--- config.mk ---
export PLATFORM = sky130hd
export DESIGN_NAME = sdram_init_seq
export DESIGN_NICKNAME = d
export VERILOG_FILES = /design/src/rtl/sdram_init_pkg.sv /design/src/rtl/sdram_init_timer.sv /design/src/rtl/sdram_init_ctrl.sv /design/src/rtl/sdram_init_pins.sv /design/src/rtl/sdram_init_seq.sv
export SDC_FILE = /design/constraint.sdc
export NUM_CORES = 1
export LEC_CHECK = 0
export BUFFER_PORTS_ARGS = -buffer_cell sky130_fd_sc_hd__buf_2
export CORE_MARGIN = 3
export CORE_UTILIZATION = 53
export DETAILED_ROUTE_END_ITERATION = 10
export GPL_ROUTABILITY_DRIVEN = 0
export PLACE_DENSITY = 0.77
export SYNTH_ARGS = -nofsm -noshare
export SYNTH_HDL_FRONTEND = slang
export SYNTH_SLANG_ARGS = --single-unit
--- constraint.sdc ---
create_clock -name clk_i -period 2.1 [get_ports clk_i]
set_input_delay 0.105 -clock clk_i [delete_from_list [all_inputs] [get_ports clk_i]]
set_output_delay 0.105 -clock clk_i [all_outputs]
set_load 0.1 [all_outputs]
--- src/rtl/sdram_init_pkg.sv ---
package sdram_init_pkg;

  typedef enum logic [1:0] {
    CMD_NOP,
    CMD_PRE,
    CMD_REF,
    CMD_MRS
  } cmd_e;

  typedef enum logic [2:0] {
    ST_PAUSE,
    ST_PRE_WAIT,
    ST_REF_WAIT,
    ST_MRS_WAIT,
    ST_DONE
  } state_e;

  typedef struct packed {
    logic cs_n;
    logic ras_n;
    logic cas_n;
    logic we_n;
  } pin_cmd_t;

  localparam pin_cmd_t PIN_NOP = '{cs_n: 1'b0, ras_n: 1'b1, cas_n: 1'b1, we_n: 1'b1};

  // round up ns to cycles, never below two
  function automatic int cyc_from_ns(input int ns, input int khz);
    int c;
    c = (ns * khz + 999_999) / 1_000_000;
    return (c < 2) ? 2 : c;
  endfunction

  function automatic int at_least2(input int v);
    return (v < 2) ? 2 : v;
  endfunction

  function automatic pin_cmd_t encode(input cmd_e c);
    pin_cmd_t p;
    unique case (c)
      CMD_PRE: p = '{cs_n: 1'b0, ras_n: 1'b0, cas_n: 1'b1, we_n: 1'b0};
      CMD_REF: p = '{cs_n: 1'b0, ras_n: 1'b0, cas_n: 1'b0, we_n: 1'b1};
      CMD_MRS: p = '{cs_n: 1'b0, ras_n: 1'b0, cas_n: 1'b0, we_n: 1'b0};
      default: p = PIN_NOP;
    endcase
    return p;
  endfunction

endpackage

--- src/rtl/sdram_init_timer.sv ---
module sdram_init_timer #(
  parameter int W       = 16,
  parameter int RST_VAL = 100
) (
  input  logic         clk_i,
  input  logic         rst_ni,
  input  logic         load_i,
  input  logic [W-1:0] load_val_i,
  output logic         zero_o
);

  logic [W-1:0] cnt_q;

  always_ff @(posedge clk_i or negedge rst_ni) begin
    if (!rst_ni)               cnt_q <= W'(RST_VAL);
    else if (load_i)           cnt_q <= load_val_i;
    else if (cnt_q != '0)      cnt_q <= cnt_q - 1'b1;
  end

  assign zero_o = (cnt_q == '0);

  // expired timer rests at zero until reloaded
  a_r6_hold_zero: assert property (@(posedge clk_i) disable iff (!rst_ni)
    (zero_o && !load_i) |=> zero_o);

endmodule

--- src/rtl/sdram_init_ctrl.sv ---
module sdram_init_ctrl
  import sdram_init_pkg::*;
#(
  parameter int W         = 16,
  parameter int N_REF     = 8,
  parameter bit MRS_FIRST = 1'b0,
  parameter int RP_CYC    = 3,
  parameter int RFC_CYC   = 8,
  parameter int RSC_CYC   = 2
) (
  input  logic         clk_i,
  input  logic         rst_ni,
  input  logic         zero_i,
  output cmd_e         cmd_o,
  output logic         load_o,
  output logic [W-1:0] load_val_o,
  output logic         done_o
);

  localparam int REF_W = $clog2(N_REF + 1);

  state_e           st_q, st_d;
  logic [REF_W-1:0] ref_q, ref_d;
  logic             go_ref, go_mrs;

  always_comb begin
    go_ref = 1'b0;
    go_mrs = 1'b0;
    st_d   = st_q;
    if (zero_i) begin
      unique case (st_q)
        ST_PAUSE:    st_d = ST_PRE_WAIT;
        ST_PRE_WAIT: begin
          if (MRS_FIRST) go_mrs = 1'b1;
          else           go_ref = 1'b1;
        end
        ST_REF_WAIT: begin
          if (ref_q != REF_W'(N_REF)) go_ref = 1'b1;
          else if (MRS_FIRST)         st_d   = ST_DONE;
          else                        go_mrs = 1'b1;
        end
        ST_MRS_WAIT: begin
          if (MRS_FIRST) go_ref = 1'b1;
          else           st_d   = ST_DONE;
        end
        default: ;
      endcase
    end
  end

  always_comb begin
    cmd_o      = CMD_NOP;
    load_o     = 1'b0;
    load_val_o = '0;
    ref_d      = ref_q;
    if (zero_i && st_q == ST_PAUSE) begin
      cmd_o      = CMD_PRE;
      load_o     = 1'b1;
      load_val_o = W'(RP_CYC - 1);
    end else if (go_ref) begin
      cmd_o      = CMD_REF;
      load_o     = 1'b1;
      load_val_o = W'(RFC_CYC - 1);
      ref_d      = ref_q + 1'b1;
    end else if (go_mrs) begin
      cmd_o      = CMD_MRS;
      load_o     = 1'b1;
      load_val_o = W'(RSC_CYC - 1);
    end
  end

  always_ff @(posedge clk_i or negedge rst_ni) begin
    if (!rst_ni) begin
      st_q  <= ST_PAUSE;
      ref_q <= '0;
    end else begin
      st_q  <= go_ref ? ST_REF_WAIT : (go_mrs ? ST_MRS_WAIT : st_d);
      ref_q <= ref_d;
    end
  end

  assign done_o = (st_q == ST_DONE);

  a_r9_done_sticky: assert property (@(posedge clk_i) disable iff (!rst_ni)
    done_o |=> done_o);

  a_r9_done_quiet: assert property (@(posedge clk_i) disable iff (!rst_ni)
    done_o |-> (cmd_o == CMD_NOP && !load_o));

  a_r5_ref_bound: assert property (@(posedge clk_i) disable iff (!rst_ni)
    ref_q <= REF_W'(N_REF));

  a_r3_cmd_on_expiry: assert property (@(posedge clk_i) disable iff (!rst_ni)
    (cmd_o != CMD_NOP) |-> zero_i);

endmodule

--- src/rtl/sdram_init_pins.sv ---
module sdram_init_pins
  import sdram_init_pkg::*;
#(
  parameter int ADDR_W = 12,
  parameter int AP_BIT = 10
) (
  input  logic              clk_i,
  input  logic              rst_ni,
  input  cmd_e              cmd_i,
  input  logic [ADDR_W-1:0] mode_i,
  output logic              cs_n_o,
  output logic              ras_n_o,
  output logic              cas_n_o,
  output logic              we_n_o,
  output logic [ADDR_W-1:0] addr_o
);

  pin_cmd_t          pin_q;
  logic [ADDR_W-1:0] addr_q, addr_d;

  always_comb begin
    addr_d = '0;
    if (cmd_i == CMD_PRE) addr_d[AP_BIT] = 1'b1;
    else if (cmd_i == CMD_MRS) addr_d = mode_i;
  end

  always_ff @(posedge clk_i or negedge rst_ni) begin
    if (!rst_ni) begin
      pin_q  <= PIN_NOP;
      addr_q <= '0;
    end else begin
      pin_q  <= encode(cmd_i);
      addr_q <= addr_d;
    end
  end

  assign cs_n_o  = pin_q.cs_n;
  assign ras_n_o = pin_q.ras_n;
  assign cas_n_o = pin_q.cas_n;
  assign we_n_o  = pin_q.we_n;
  assign addr_o  = addr_q;

  logic is_cmd;
  assign is_cmd = !cs_n_o && !(ras_n_o && cas_n_o && we_n_o);

  a_r3_one_cycle: assert property (@(posedge clk_i) disable iff (!rst_ni)
    is_cmd |=> (!cs_n_o && ras_n_o && cas_n_o && we_n_o));

  a_r2_pre_all_banks: assert property (@(posedge clk_i) disable iff (!rst_ni)
    (!cs_n_o && !ras_n_o && cas_n_o && !we_n_o) |-> addr_o[AP_BIT]);

endmodule

--- src/rtl/sdram_init_seq.sv ---
module sdram_init_seq
  import sdram_init_pkg::*;
#(
  parameter int CLK_KHZ   = 125_000,
  parameter int PAUSE_US  = 200,
  parameter int T_RP_NS   = 18,
  parameter int T_RFC_NS  = 60,
  parameter int T_RSC_CYC = 2,
  parameter int N_REF     = 8,
  parameter bit MRS_FIRST = 1'b0,
  parameter int ADDR_W    = 12,
  parameter int BANK_W    = 2,
  parameter int DQM_W     = 4,
  parameter int AP_BIT    = 10
) (
  input  logic              clk_i,
  input  logic              rst_ni,
  input  logic [ADDR_W-1:0] mode_i,
  output logic              cke_o,
  output logic              cs_n_o,
  output logic              ras_n_o,
  output logic              cas_n_o,
  output logic              we_n_o,
  output logic [BANK_W-1:0] ba_o,
  output logic [ADDR_W-1:0] addr_o,
  output logic [DQM_W-1:0]  dqm_o,
  output logic              init_done_o
);

  localparam int PAUSE_CYC = at_least2(CLK_KHZ * PAUSE_US / 1000);
  localparam int RP_CYC    = cyc_from_ns(T_RP_NS, CLK_KHZ);
  localparam int RFC_CYC   = cyc_from_ns(T_RFC_NS, CLK_KHZ);
  localparam int RSC_CYC   = at_least2(T_RSC_CYC);
  localparam int CNT_W     = $clog2(PAUSE_CYC + 1);

  logic             zero;
  logic             load;
  logic [CNT_W-1:0] load_val;
  cmd_e             cmd;

  sdram_init_timer #(
    .W       (CNT_W),
    .RST_VAL (PAUSE_CYC - 1)
  ) u_timer (
    .clk_i      (clk_i),
    .rst_ni     (rst_ni),
    .load_i     (load),
    .load_val_i (load_val),
    .zero_o     (zero)
  );

  sdram_init_ctrl #(
    .W         (CNT_W),
    .N_REF     (N_REF),
    .MRS_FIRST (MRS_FIRST),
    .RP_CYC    (RP_CYC),
    .RFC_CYC   (RFC_CYC),
    .RSC_CYC   (RSC_CYC)
  ) u_ctrl (
    .clk_i      (clk_i),
    .rst_ni     (rst_ni),
    .zero_i     (zero),
    .cmd_o      (cmd),
    .load_o     (load),
    .load_val_o (load_val),
    .done_o     (init_done_o)
  );

  sdram_init_pins #(
    .ADDR_W (ADDR_W),
    .AP_BIT (AP_BIT)
  ) u_pins (
    .clk_i   (clk_i),
    .rst_ni  (rst_ni),
    .cmd_i   (cmd),
    .mode_i  (mode_i),
    .cs_n_o  (cs_n_o),
    .ras_n_o (ras_n_o),
    .cas_n_o (cas_n_o),
    .we_n_o  (we_n_o),
    .addr_o  (addr_o)
  );

  assign cke_o = 1'b1;
  assign ba_o  = '0;
  assign dqm_o = {DQM_W{~init_done_o}};

  a_r8_dqm_follows_done: assert property (@(posedge clk_i) disable iff (!rst_ni)
    $rose(init_done_o) |-> (dqm_o == '0 && $past(dqm_o) == '1));

endmodule

# == Word level (Yosys, flattened, before mapping) ==
# Cells that the tools add are included.
# word_totals
wordCells,54
ff_bits,37
inputBits,14
out_inout_bits,24
# classes
n_eq_ne,8
addsub,2
reduce_logical,9
bitwise_logic,2
muxes,26
# ops
cell,n
$mux W15,4
$logic_not A15 Y1,1
$reduce_bool A15 Y1,1
$sub A15 B1 Y15 const B,1
$mux W12,1
$mux W1,11
$mux W10,1
$mux W3,3
$pmux W3 S3,1
$eq A3 B2 Y1 const B,2
$mux W2,3
$pmux W3 S2,1
$add A4 B1 Y4 const B,1
$eq A2 B2 Y1 const B,2
$ne A4 B4 Y1 const B,1
$reduce_and A2 Y1,2
$reduce_bool A4 Y1,1
$eq A3 B1 Y1 const B,1
$eq A3 B3 Y1 const B,1
$logic_not A3 Y1,1
$reduce_bool A3 Y1,1
$eq A2 B1 Y1 const B,1
$not A1 Y1,2
$pmux W1 S2,1
other kinds (2),2

# == Depth between registers and ports, before layout ==
# logic_depth
ltp_word,10
ltp_mapped,7
depth_no_buf,6

# == Cells and area by module ==
# A second synthesis with hierarchy kept.
# unflattened
cells_unflattened,182
hier_area_um2,1950.6
# modules_own_cells
mod,area_per_inst_um2,n_inst,cells_per_inst,seq_area_each_um2
sdram_init_timer,839.6,1,79,385.4
sdram_init_ctrl,551.8,1,60,175.2
sdram_init_pins,503.0,1,34,379.1
sdram_init_seq,56.3,1,9,0.0

# == Worst setup path before layout ==
# No wires, ideal clock.
# synth_timing
path_kind,reg-to-output
from,register u_ctrl.st_q[2]
to,output port init_done_o
n_path_buf,1
t_arrival_ps,2234
slack_ps,-239
path_stages_with_launch,4
required_ps,1995
path_cell_list,dfrtp_1 clkbuf_1 nand2_1 inv_1
# synth_via
elab_chain_len,1
# synth_lines
element,line_no,rtl
from (decl),sdram_init_ctrl.sv:22,"state_e st_q, st_d;"
from (signal assigned),sdram_init_ctrl.sv:77,st_q <= go_ref ? ST_REF_WAIT : (go_mrs ? ST_MRS_WAIT : st_d);
$eq A3 B3 Y1,sdram_init_ctrl.sv:82,assign done_o = (st_q == ST_DONE);
to (decl),sdram_init_seq.sv:27,output logic init_done_o
# No other way between the ends.

# == Worst setup path after layout ==
# layout_timing
from,register u_timer.cnt_q[0]
to,register u_ctrl.ref_q[1]
# layout_via
elab_chain_len,4
elab_cells_between_ends,5
cone_classes,1 x mux; 1 x bitwise; 3 x reduce/logical
# layout_lines
element,line_no,rtl
from (decl),sdram_init_timer.sv:12,logic [W-1:0] cnt_q;
from (signal assigned),sdram_init_timer.sv:15,if (!rst_ni) cnt_q <= W'(RST_VAL);
from (signal assigned),sdram_init_timer.sv:16,else if (load_i) cnt_q <= load_val_i;
from (signal assigned),sdram_init_timer.sv:17,else if (cnt_q != '0) cnt_q <= cnt_q - 1'b1;
$logic_not A15 Y1 (*),sdram_init_timer.sv:20,assign zero_o = (cnt_q == '0);
$logic_and A1 B1 Y1,sdram_init_ctrl.sv:56,if (zero_i && st_q == ST_PAUSE) begin
$not A1 Y1 (no source line),--,
$reduce_and A2 Y1 (no source line) (*),--,
to (signal assigned),sdram_init_ctrl.sv:78,ref_q <= ref_d;
to (decl),sdram_init_ctrl.sv:23,"logic [REF_W-1:0] ref_q, ref_d;"
# Every way passes the cells marked *; elsewhere a longest branch is shown, timed or not.
# A chain may end at the register's enable or synchronous reset.

==> results.toml <==
[logic_synthesis]
yosysWarnings = 0
synth-seq-cells = 37
ys_seq_area_share_pct = 52.5
synth_edf_count = 0
synthTopCellsByArea = "dfrtp_1, dfstp_2, and2_1"
synth_largest_area_cell = "dfrtp_1"
ys_types = 41
synthArstFlopShare_pct = 100
synth.top_cell.area_share_pct = 36.3
syn_inst = 155
synth_top_flop_cell = "dfrtp_1"
syn_area_um2 = 1790
syn_avg_cell_area_um2 = 11.6

[critical_path]
cp-end-kind = "register"
crit_arrival_ps = 2150
cp.required_ps = 2350
path_class = "reg -> reg"
crit_path_start_kind = "register"
path_max_fanout = 5

[floorplan]
ios = 38
die_y_um = 64.1
coreArea_um2 = 3130
initial_utilization_pct = 57.2
rows = 20
die_w_um = 64.1
die-area_um2 = 4110

[final_layout]
area_delta_synth_final_pct = 23.5
drive_gt1_share_pct = 36.8
multi_input_area_um2 = 757
antennaDiodeCount = 0
final-seq-area_um2 = 940
final_common_cell = "buf_2"
layout_common_cells = "buf_2, dfrtp_1, and2_1, dlygate4sd3_1, dfstp_2"
num-nets-final = 220
fillers = 212

[timing]
rsz0062_at_grt = "false"
fin_crit_ps = 1900
final_hold_viol_count = 0
whs_ps = 188
min_period_over_period_pct = 90.5
setup_viol = 0
slew_violations = 0
slew_headroom_pct = 47.8
fin_tns_setup_ps = 0
worst_pin_slew_ps = 783
fmax_mhz = 526
clock_skew_ps = 18.3

[clocking]
cts_hold_buffers = 12
cts_resized = 0
clk_latency_ps = 350
clock_path_buffers = 2
post-cts-setup-buffers = 0
clkSinkCount = 37
root_buffer = "clkbuf_4"
cts_tree = "built"
h-tree-depth = 2
numCtsBuffers = 5
clk_pin_slew_worst_paths_ps = 120

[power]
peakVddDrop_v = 0.000669
leakage_uw = 0.00109
p_per_area_nw_per_um2 = 628

[route]
drc = 0
dr.pass1.iters = 4
routedWlPerCell_um = 14.0
drtIter0Drc = 63
viasPerCell = 5.22
antenna_left = 0
dr_total_vias = 1295
wl_mm = 3.48

[placed_design]
dp_hpwl_mm = 2.32
io_buffers = 33

[global_route]
grt_util_all_layers_pct = 19.0
grt_pass1_vias = 1272
grt_max_degree = 38
antenna_found_initial = 0
grt-ovfl-total = 0
grt_pass1_wl_mm = 6.00

[outcome]
outcome = "finished, final reports clean"

[run]
drv_cap = 0

[worst_hold_path]
hold_class = "in -> reg"
[sequential cells by signal, indices dropped and copies added (netlist names)]
signal          cells
u_ctrl.ref_q        4
u_pins.ras_n_o      1
u_ctrl.st_q         3
u_pins.cas_n_o      1
u_pins.we_n_o       1
u_timer.cnt_q      15
u_pins.addr_o      12
[cells in the mapped netlist (3+ instances only)]
cell type  number
nand4b_1        3
xor2_1          4
buf_4           9
nand3_1         3
nand2_1        11
dfrtp_1        26
inv_1           6
xnor2_1         8
dfstp_2        11
nor3_2          3
nor3_1          5
and2_1         12
nor2_1          7
and3_1          3
or3_1           3
ha_1            3
o21ai_0         4
[where the power goes]
part | leakage (uW) | total, uW | internal, uW | switching (uW)
clock network | 0.0000552 | 603 | 369 | 234
registers | 0.000462 | 713 | 713 | 0
logic | 0.000577 | 72.9 | 23.1 | 49.8
total | 0.00109 | 1390 | 1110 | 284
[cell families after synthesis]
group | Yosys count | share of synthesized area [%]
flops | 37 | 52.5
mux | 4 | 2.59
simple gates | 69 | 27.3
other cells | 2 | 0.419
buf+inv | 18 | 5.80
fa+ha+maj | 3 | 2.10
compound gates | 10 | 3.42
xor+xnor | 12 | 5.87
[path summary, 6_finish.rpt]
check	startpoint	endpoint	slack (ps)	cells past startpoint
setup reg to reg	u_timer.cnt_q[0]$_DFFE_PN1P_	u_ctrl.ref_q[1]$_DFFE_PN0P_	200	5
max in group asynchronous	rst_ni	u_ctrl.st_q[2]$_DFFE_PN0P_	1220	2
setup / recovery	u_timer.cnt_q[0]$_DFFE_PN1P_	u_ctrl.ref_q[1]$_DFFE_PN0P_	200	5
hold reg to reg	u_timer.cnt_q[14]$_DFFE_PN1P_	u_timer.cnt_q[14]$_DFFE_PN1P_	490	1
hold / removal	mode_i[10]	u_pins.addr_o[10]$_DFF_PN0_	190	4
min in group asynchronous	rst_ni	u_pins.addr_o[2]$_DFF_PN0_	360	2
[area by class of cell]
class	count	share of cell area (%)
Clock buffer	5	1.70
Clock inverter	3	2.94
Inverter	6	1.19
Multi-Input combinational cell	102	34.2
Sequential cell	37	42.5
Tap cell	44	2.49
Timing Repair Buffer	51	14.9
[worst max-delay path, stage by stage (launching register included)]
cell,delay [ps]
dfstp_2,390
inv_1,50
ha_1,210
or3b_4,440
nor4_4,390
mux2_4,330
[through the flow]
stage / util, % / total power [uW] / instances / area [um2] / setup slack (ps)
2_1_floorplan: - / 764 / 157 / 1800 / 292
3_3_place_gp: 63.6 / 781 / 228 / 1990 / 263
3_5_place_dp: 63.6 / 782 / 228 / 1990 / 212
4_1_cts: 70.7 / 1400 / 248 / 2210 / 197
5_1_grt: 70.7 / 1450 / 248 / 2210 / 100
6_report: 70.7 / 1390 / 248 / 2210 / 200
[routing by layer]
metal | part of all wire (%) | track usage [%] | up-vias
li1 | - | - | 613
met4 | 0.98 | 5.54 | 0
met5 | 0 | 0 | -
met1 | 41 | 23.7 | 640
met2 | 53 | 32.6 | 37
met3 | 4.7 | 4.75 | 5
Power figures use the tool's default switching activity.
